--- config.mk ---
export PLATFORM = sky130hd
export DESIGN_NAME = serclk_fsync_gen
export DESIGN_NICKNAME = d
export VERILOG_FILES = /design/src/rtl/serclk_fsync_gen.sv
export SDC_FILE = /design/constraint.sdc
export NUM_CORES = 1
export LEC_CHECK = 0
export BUFFER_PORTS_ARGS = -buffer_cell sky130_fd_sc_hd__buf_2
export CAP_MARGIN = 15
export CORE_MARGIN = 2
export CORE_UTILIZATION = 30
export CTS_BUF_LIST = sky130_fd_sc_hd__clkbuf_8
export CTS_CLUSTER_SIZE = 24
export DETAILED_ROUTE_END_ITERATION = 12
export SYNTH_ARGS = -nofsm -noshare
export SYNTH_HDL_FRONTEND = slang
export SYNTH_SLANG_ARGS = --single-unit
--- constraint.sdc ---
create_clock -name clk -period 7 [get_ports clk]
set_clock_uncertainty 0.05 [all_clocks]
set_input_delay 0.7 -clock clk [delete_from_list [all_inputs] [get_ports clk]]
set_output_delay 0.7 -clock clk [all_outputs]
set_load 0.02 [all_outputs]
--- src/rtl/serclk_fsync_gen.sv ---
module serclk_fsync_gen #(
  parameter int PER_W = 32,
  parameter int DIV_W = 8,
  parameter int FRM_W = 12,
  parameter int WID_W = 8
) (
  input  logic             clk,
  input  logic             rst,
  input  logic [PER_W-1:0] tmr_period,
  input  logic             src_internal,
  input  logic             src_invert,
  input  logic [DIV_W-1:0] bit_div,
  input  logic [FRM_W-1:0] frame_len,
  input  logic [WID_W-1:0] sync_width,
  output logic             bit_clk,
  output logic             bit_rise,
  output logic             frm_sync
);
  localparam int TC_W  = PER_W + 2;
  localparam int CMP_W = ((FRM_W > WID_W) ? FRM_W : WID_W) + 1;

  logic [PER_W-1:0] a_per;
  logic             a_int, a_inv;
  logic [DIV_W-1:0] a_div;
  logic [FRM_W-1:0] a_frm;
  logic [WID_W-1:0] a_wid;

  logic [TC_W-1:0]  tcnt, t_lim;
  logic             tlvl, ilvl;
  logic             src_sel, src_sel_q, tick;
  logic [DIV_W-1:0] ph;
  logic [DIV_W:0]   hi;
  logic             run, bstart;
  logic [FRM_W-1:0] fc;
  logic             frun, fstart;
  logic             rise_q;

  // timer half period is 4*period system cycles
  assign t_lim = (a_per == '0) ? TC_W'(3) : ({a_per, 2'b00} - TC_W'(1));

  always_ff @(posedge clk) begin
    if (rst) begin
      tcnt <= '0;
      tlvl <= 1'b0;
      ilvl <= 1'b0;
    end else begin
      ilvl <= ~ilvl;
      if (tcnt >= t_lim) begin
        tcnt <= '0;
        tlvl <= ~tlvl;
      end else begin
        tcnt <= tcnt + TC_W'(1);
      end
    end
  end

  always_ff @(posedge clk) begin
    if (rst) begin
      src_sel   <= 1'b0;
      src_sel_q <= 1'b0;
    end else begin
      src_sel   <= (a_int ? ilvl : tlvl) ^ a_inv;
      src_sel_q <= src_sel;
    end
  end

  assign tick   = src_sel & ~src_sel_q;
  assign bstart = tick & (~run | (ph == a_div));
  assign fstart = bstart & (~frun | (fc == a_frm));

  always_ff @(posedge clk) begin
    if (rst) begin
      ph     <= '0;
      run    <= 1'b0;
      rise_q <= 1'b0;
    end else begin
      rise_q <= bstart;
      if (bstart) begin
        ph  <= '0;
        run <= 1'b1;
      end else if (tick) begin
        ph <= ph + DIV_W'(1);
      end
    end
  end

  always_ff @(posedge clk) begin
    if (rst) begin
      fc   <= '0;
      frun <= 1'b0;
    end else if (fstart) begin
      fc   <= '0;
      frun <= 1'b1;
    end else if (bstart) begin
      fc <= fc + FRM_W'(1);
    end
  end

  always_ff @(posedge clk) begin
    if (rst || fstart) begin
      a_per <= tmr_period;
      a_int <= src_internal;
      a_inv <= src_invert;
      a_div <= bit_div;
      a_frm <= frame_len;
      a_wid <= sync_width;
    end
  end

  assign hi       = ({1'b0, a_div} + (DIV_W+1)'(1)) >> 1;
  assign bit_clk  = run & ((a_div == '0) ? src_sel_q : ({1'b0, ph} < hi));
  assign bit_rise = rise_q;
  assign frm_sync = frun & (CMP_W'(fc) <= CMP_W'(a_wid));

  a_r1_reset_quiet: assert property (@(posedge clk)
    rst |=> (!bit_clk && !bit_rise && !frm_sync));

  a_r2_single_pulse: assert property (@(posedge clk) disable iff (rst)
    bit_rise |=> !bit_rise);

  a_r2_rise_marked: assert property (@(posedge clk) disable iff (rst)
    $rose(bit_clk) |-> bit_rise);

  a_r8_sync_rise_on_bit: assert property (@(posedge clk) disable iff (rst)
    $rose(frm_sync) |-> bit_rise);

  a_r8_sync_fall_on_bit: assert property (@(posedge clk) disable iff (rst)
    $fell(frm_sync) |-> bit_rise);
endmodule

# Word-level counts from Yosys, hierarchy flattened
# Cells that the tools add are included.
[totals]
in_bits = 64
elab_cells = 48
output_inout_bits = 3
reg_bits = 123
[op_classes]
order_cmp = 3
n_eq_ne = 2
reduce_logical = 6
n_bitwise = 13
add_sub_neg = 5
muxes = 3
[op_table]
columns = ["cell", "n"]
rows = [
  ["34-bit by 1-bit adder with 34-bit output, second input constant", 1],
  ["34-bit >= comparator", 1],
  ["34-bit two-way mux", 1],
  ["34-bit by 1-bit subtractor with 34-bit output, second input constant", 1],
  ["32-bit logical NOT", 1],
  ["12-bit by 1-bit adder with 12-bit output, second input constant", 1],
  ["12-bit equality test", 1],
  ["12-bit by 8-bit less-or-equal comparator with 1-bit output", 1],
  ["8-bit by 1-bit adder with 9-bit output, second input constant", 1],
  ["8-bit by 1-bit adder with 8-bit output, second input constant", 1],
  ["8-bit equality test", 1],
  ["8-bit logical NOT", 1],
  ["8-bit < comparator", 1],
  ["2-bit OR reduction", 3],
  ["1-bit AND", 5],
  ["1-bit inverter", 5],
  ["1-bit two-way mux", 2],
  ["1-bit OR", 2],
  ["1-bit logical OR", 1],
  ["1-bit XOR", 1],
]

# Longest topological paths before layout
[depth]
depth_word = 5
ltp_mapped = 16
depth_no_buf = 15

# Least setup slack after synthesis
# Ideal clock, no wire load.
[synth_path]
path_type = "flip-flop to flip-flop"
start = "register a_per[25]"
end = "register tcnt[24]"
path_slack_ps = 3238
required_time_ps = 6822
stages_incl_launch_ff = 15
arrival_ps = 3584
synth_period_minus_slack_ps = 3762
setup_ps = 128
path_buffers = 3
cell_sequence = "edfxtp_1 or4_4 or4_4 or3_1 buf_2 buf_6 a21bo_1 ha_1 and4_1 nand4bb_1 nor4_1 o21ai_1 o2111ai_1 clkbuf_1 nor2_1"
[synth_via]
elab_chain_cells = 4
word_cells_on_any_way = 5
classes_between = "1 x add/sub; 1 x order compare; 1 x mux; 2 x reduce/logical"
[synth_rtl]
columns = ["item", "line", "rtl"]
rows = [
  ["from (decl)", "22", "logic [PER_W-1:0] a_per;"],
  ["from (signal assigned)", "101", "a_per <= tmr_period;"],
  ["34-bit by 1-bit subtractor with 34-bit output / 32-bit logical NOT (equally long branches)", "39", "assign t_lim = (a_per == '0) ? TC_W'(3) : ({a_per, 2'b00} - TC_W'(1));"],
  ["34-bit two-way mux *", "39", ""],
  ["34-bit >= comparator *", "48", "if (tcnt >= t_lim) begin"],
  ["2-bit OR reduction (no source line) *", "n/a", ""],
  ["to (signal assigned)", "52", "tcnt <= tcnt + TC_W'(1);"],
  ["to (decl)", "28", "logic [TC_W-1:0] tcnt, t_lim;"],
]
# Mark *: on every way between the ends. The rest lies on a longest branch, timed or not.
# A chain may end at the register's enable or synchronous reset.

# Final worst setup path
[layout_path]
start = "register a_per[9]"
end = "register tcnt[21]"
# Same word-level chain as after synthesis.

==> results.yml <==
route:
  wl_per_cell_microns: 13.5
  wirelength_microns: 13600
  drtAntennaViolNets: 0
  drc: 0
  drt_iter0_drc: 208
  dr_total_vias: 4680
  dr.pass1.iters: 4
  routed_via_density: 4.63
critical_path:
  cp-end-kind: "flop"
  critPathBufInv: 1
  arrival_ps: 4540
  slowest_delay_ps: 740
  cp_cell_sequence: "or4_1, nor4_4, nand2_2, or3_1, a21bo_1, ha_1, and4_1, nand4bb_1, nor4_1, o21ai_1, o2111ai_2, buf_4, nor2_1"
  critPathRequiredTime_ps: 7280
  cp_max_fo: 33
  cpMaxStageDelayCell: "or3_1"
  critPathLaunchType: "flop"
  path_class: "reg -> reg"
  rrSetupSlack_ps: 2740
  critPathTopFamily: "simple AND/OR/NAND/NOR gates"
grt:
  grt_pass1_wl_microns: 22700
  grt_overflow: 0
  grt_start_max_net_pins: 75
  grt_pass1_vias: 4491
  grtUsageTotal_pct: 12.3
  antenna_found_initial: 1
placed_design:
  finalWeightedCongestion: 0.780
  place_area_sq_um: 7220
  dp_hpwl_microns: 10300
  port_buffers: 66
  dp.cells: 978
  dpl_worst_slack_ps: 2720
power:
  cellPowerDensity_nw_per_um2: 218
  leakage_nw: 3.06
  ir_worst_vdd_mv: 0.149
clocking:
  clock-sinks: 123
  ctsHoldBuffers: 0
  cts_resized: 0
  root_buffer: "clkbuf_8"
  clk_pin_slew_ps: 80
  clkLatencyLatePin_ps: 460
  cts_tree: "done"
  cts_buffers: 17
  max-clock-path-buffers: 2
  cts_post_setup_buffers_inserted: 0
  cts.htree.levels: 4
timing:
  max_slew_margin_pct: 39.5
  finalCriticalPeriod_ps: 4260
  hold_violations: 0
  tightest_slew_ps: 908
  maxSlewViolCount: 0
  tns_ps: 0
  clock.fmax_mhz: 235
  rsz0062_at_grt: "false"
  fin_ws_ps: 2740
  fin_crit_sh_pct: 60.9
  finalSetupViolCount: 0
synthesis:
  synth_area_leaders: "edfxtp_1, dfxtp_1, ha_1"
  synth_compound_area_share_pct: 6.26
  muxShareOfSynthArea_pct: 0.477
  synth_top_area_share_pct: 28.4
  yosys.area_share.simple_pct: 21.2
  yosysWarnings: 0
  netlist_instances: 642
  synth-xor-area-share_pct: 12.8
  yosysTopAreaCell: "edfxtp_1"
  yosysSeqAreaShare_pct: 47.0
  synth-main-ff-cell: "edfxtp_1"
  ys_ff_latch: 123
  postSynth.asyncResetShare_pct: 0
  synth_fp_nets: 760
  synth_top_family_by_area: "simple AND/OR/NAND/NOR gates"
  synth_edf_count: 62
  synthAdderAreaFrac_pct: 10.3
  ys_types: 52
  synth_area_sq_um: 6560
  avgSynthCellArea_sq_um: 10.2
die:
  rows: 54
  die_x_microns: 152
  fp.coreArea_sq_um: 21600
  io_pins: 67
  floorplan.initialDensity_pct: 30.3
  die_h_microns: 152
  die_area_sq_um: 23000
cells_and_area:
  layout_common_cells: "nor2_1, buf_2, nand2_1"
  fin_cells: 1011
  stdcell_area_sq_um: 7660
  layout_commonest_cell: "nor2_1"
  final_util_pct: 35.4
  syn_to_final_growth_pct: 16.9
  final_nets: 835
  drive_above_1_share_pct: 15.2
worst_hold_path:
  hp-class: "in -> reg"
status:
  status: "finished, final reports clean"
job:
  maxCapViolCount: 0
-- synthesized netlist by cell type (all sizes together), types with 2 or more instances --
cell     n
dfxtp   61
or3      7
a221oi   2
ha      54
a21o     4
o21a     3
or4      7
o21ai   15
and4    10
xnor2   45
nor4    13
mux2i    2
a211oi   2
nand3   26
and3     9
edfxtp  62
and2     5
nor3b    2
nor2    80
nand2b   4
xor2    51
a21oi   18
nand4   30
clkbuf   9
nor3     9
inv     15
o31a     2
nand2   66
buf      5
o31ai    4
nor2b    4
a21bo    2
-- routing by layer --
| layer | vias up | global-route usage, % | part of all wire (%) | wire length (microns) |
|---|---|---|---|---|
| met5 | - | 0 | 0 | 0 |
| met4 | 0 | 3.47 | 0.90 | 123 |
| met3 | 10 | 4.16 | 4.5 | 610 |
| met2 | 61 | 20.3 | 48 | 6530 |
| met1 | 2144 | 15.3 | 47 | 6360 |
| li1 | 2465 | - | - | - |
-- state kept, by name, summed over array words and instances, names as in the netlist, 8 cells and up --
register	cells
a_div	8
a_frm	12
a_wid	8
a_per	32
fc	12
tcnt	34
ph	8
-- final timing paths --
path	from	end	cells after the start
worst max-delay path	a_per[9]	tcnt[21]	13
worst max register to register	a_per[9]	tcnt[21]	13
worst min-delay path	bit_div[6]	a_div[6]	1
worst min register to register	ilvl	ilvl	1
-- power by group --
group | internal [mW] | switching, mW | total [mW]
combinational | 0.0635 | 0.0786 | 0.142
sequential | 0.801 | 0.0333 | 0.834
clock | 0.398 | 0.296 | 0.694
-- metrics by stage --
stage          hold WS [ps]  power (mW)
6_report                354        1.67
5_1_grt                 317        1.75
4_1_cts                 325        1.69
3_5_place_dp            356       0.994
3_3_place_gp            350       0.993
2_1_floorplan           342       0.937
-- final cells by class --
type	instances	area, sq um
Fill cell	2190	14000
Multi-Input combinational cell	490	3370
Sequential cell	123	3080
Timing Repair Buffer	70	360
Tap cell	280	350
Clock buffer	18	248
Clock inverter	14	194
Inverter	15	56.3
Antenna cell	1	2.50
-- cell families after synthesis --
family / after synthesis
flops: 123
fa+ha+maj: 54
simple gates: 275
xor+xnor: 96
compound gates: 62
buf+inv: 29
mux: 3
(Power assumes the default switching activity.)
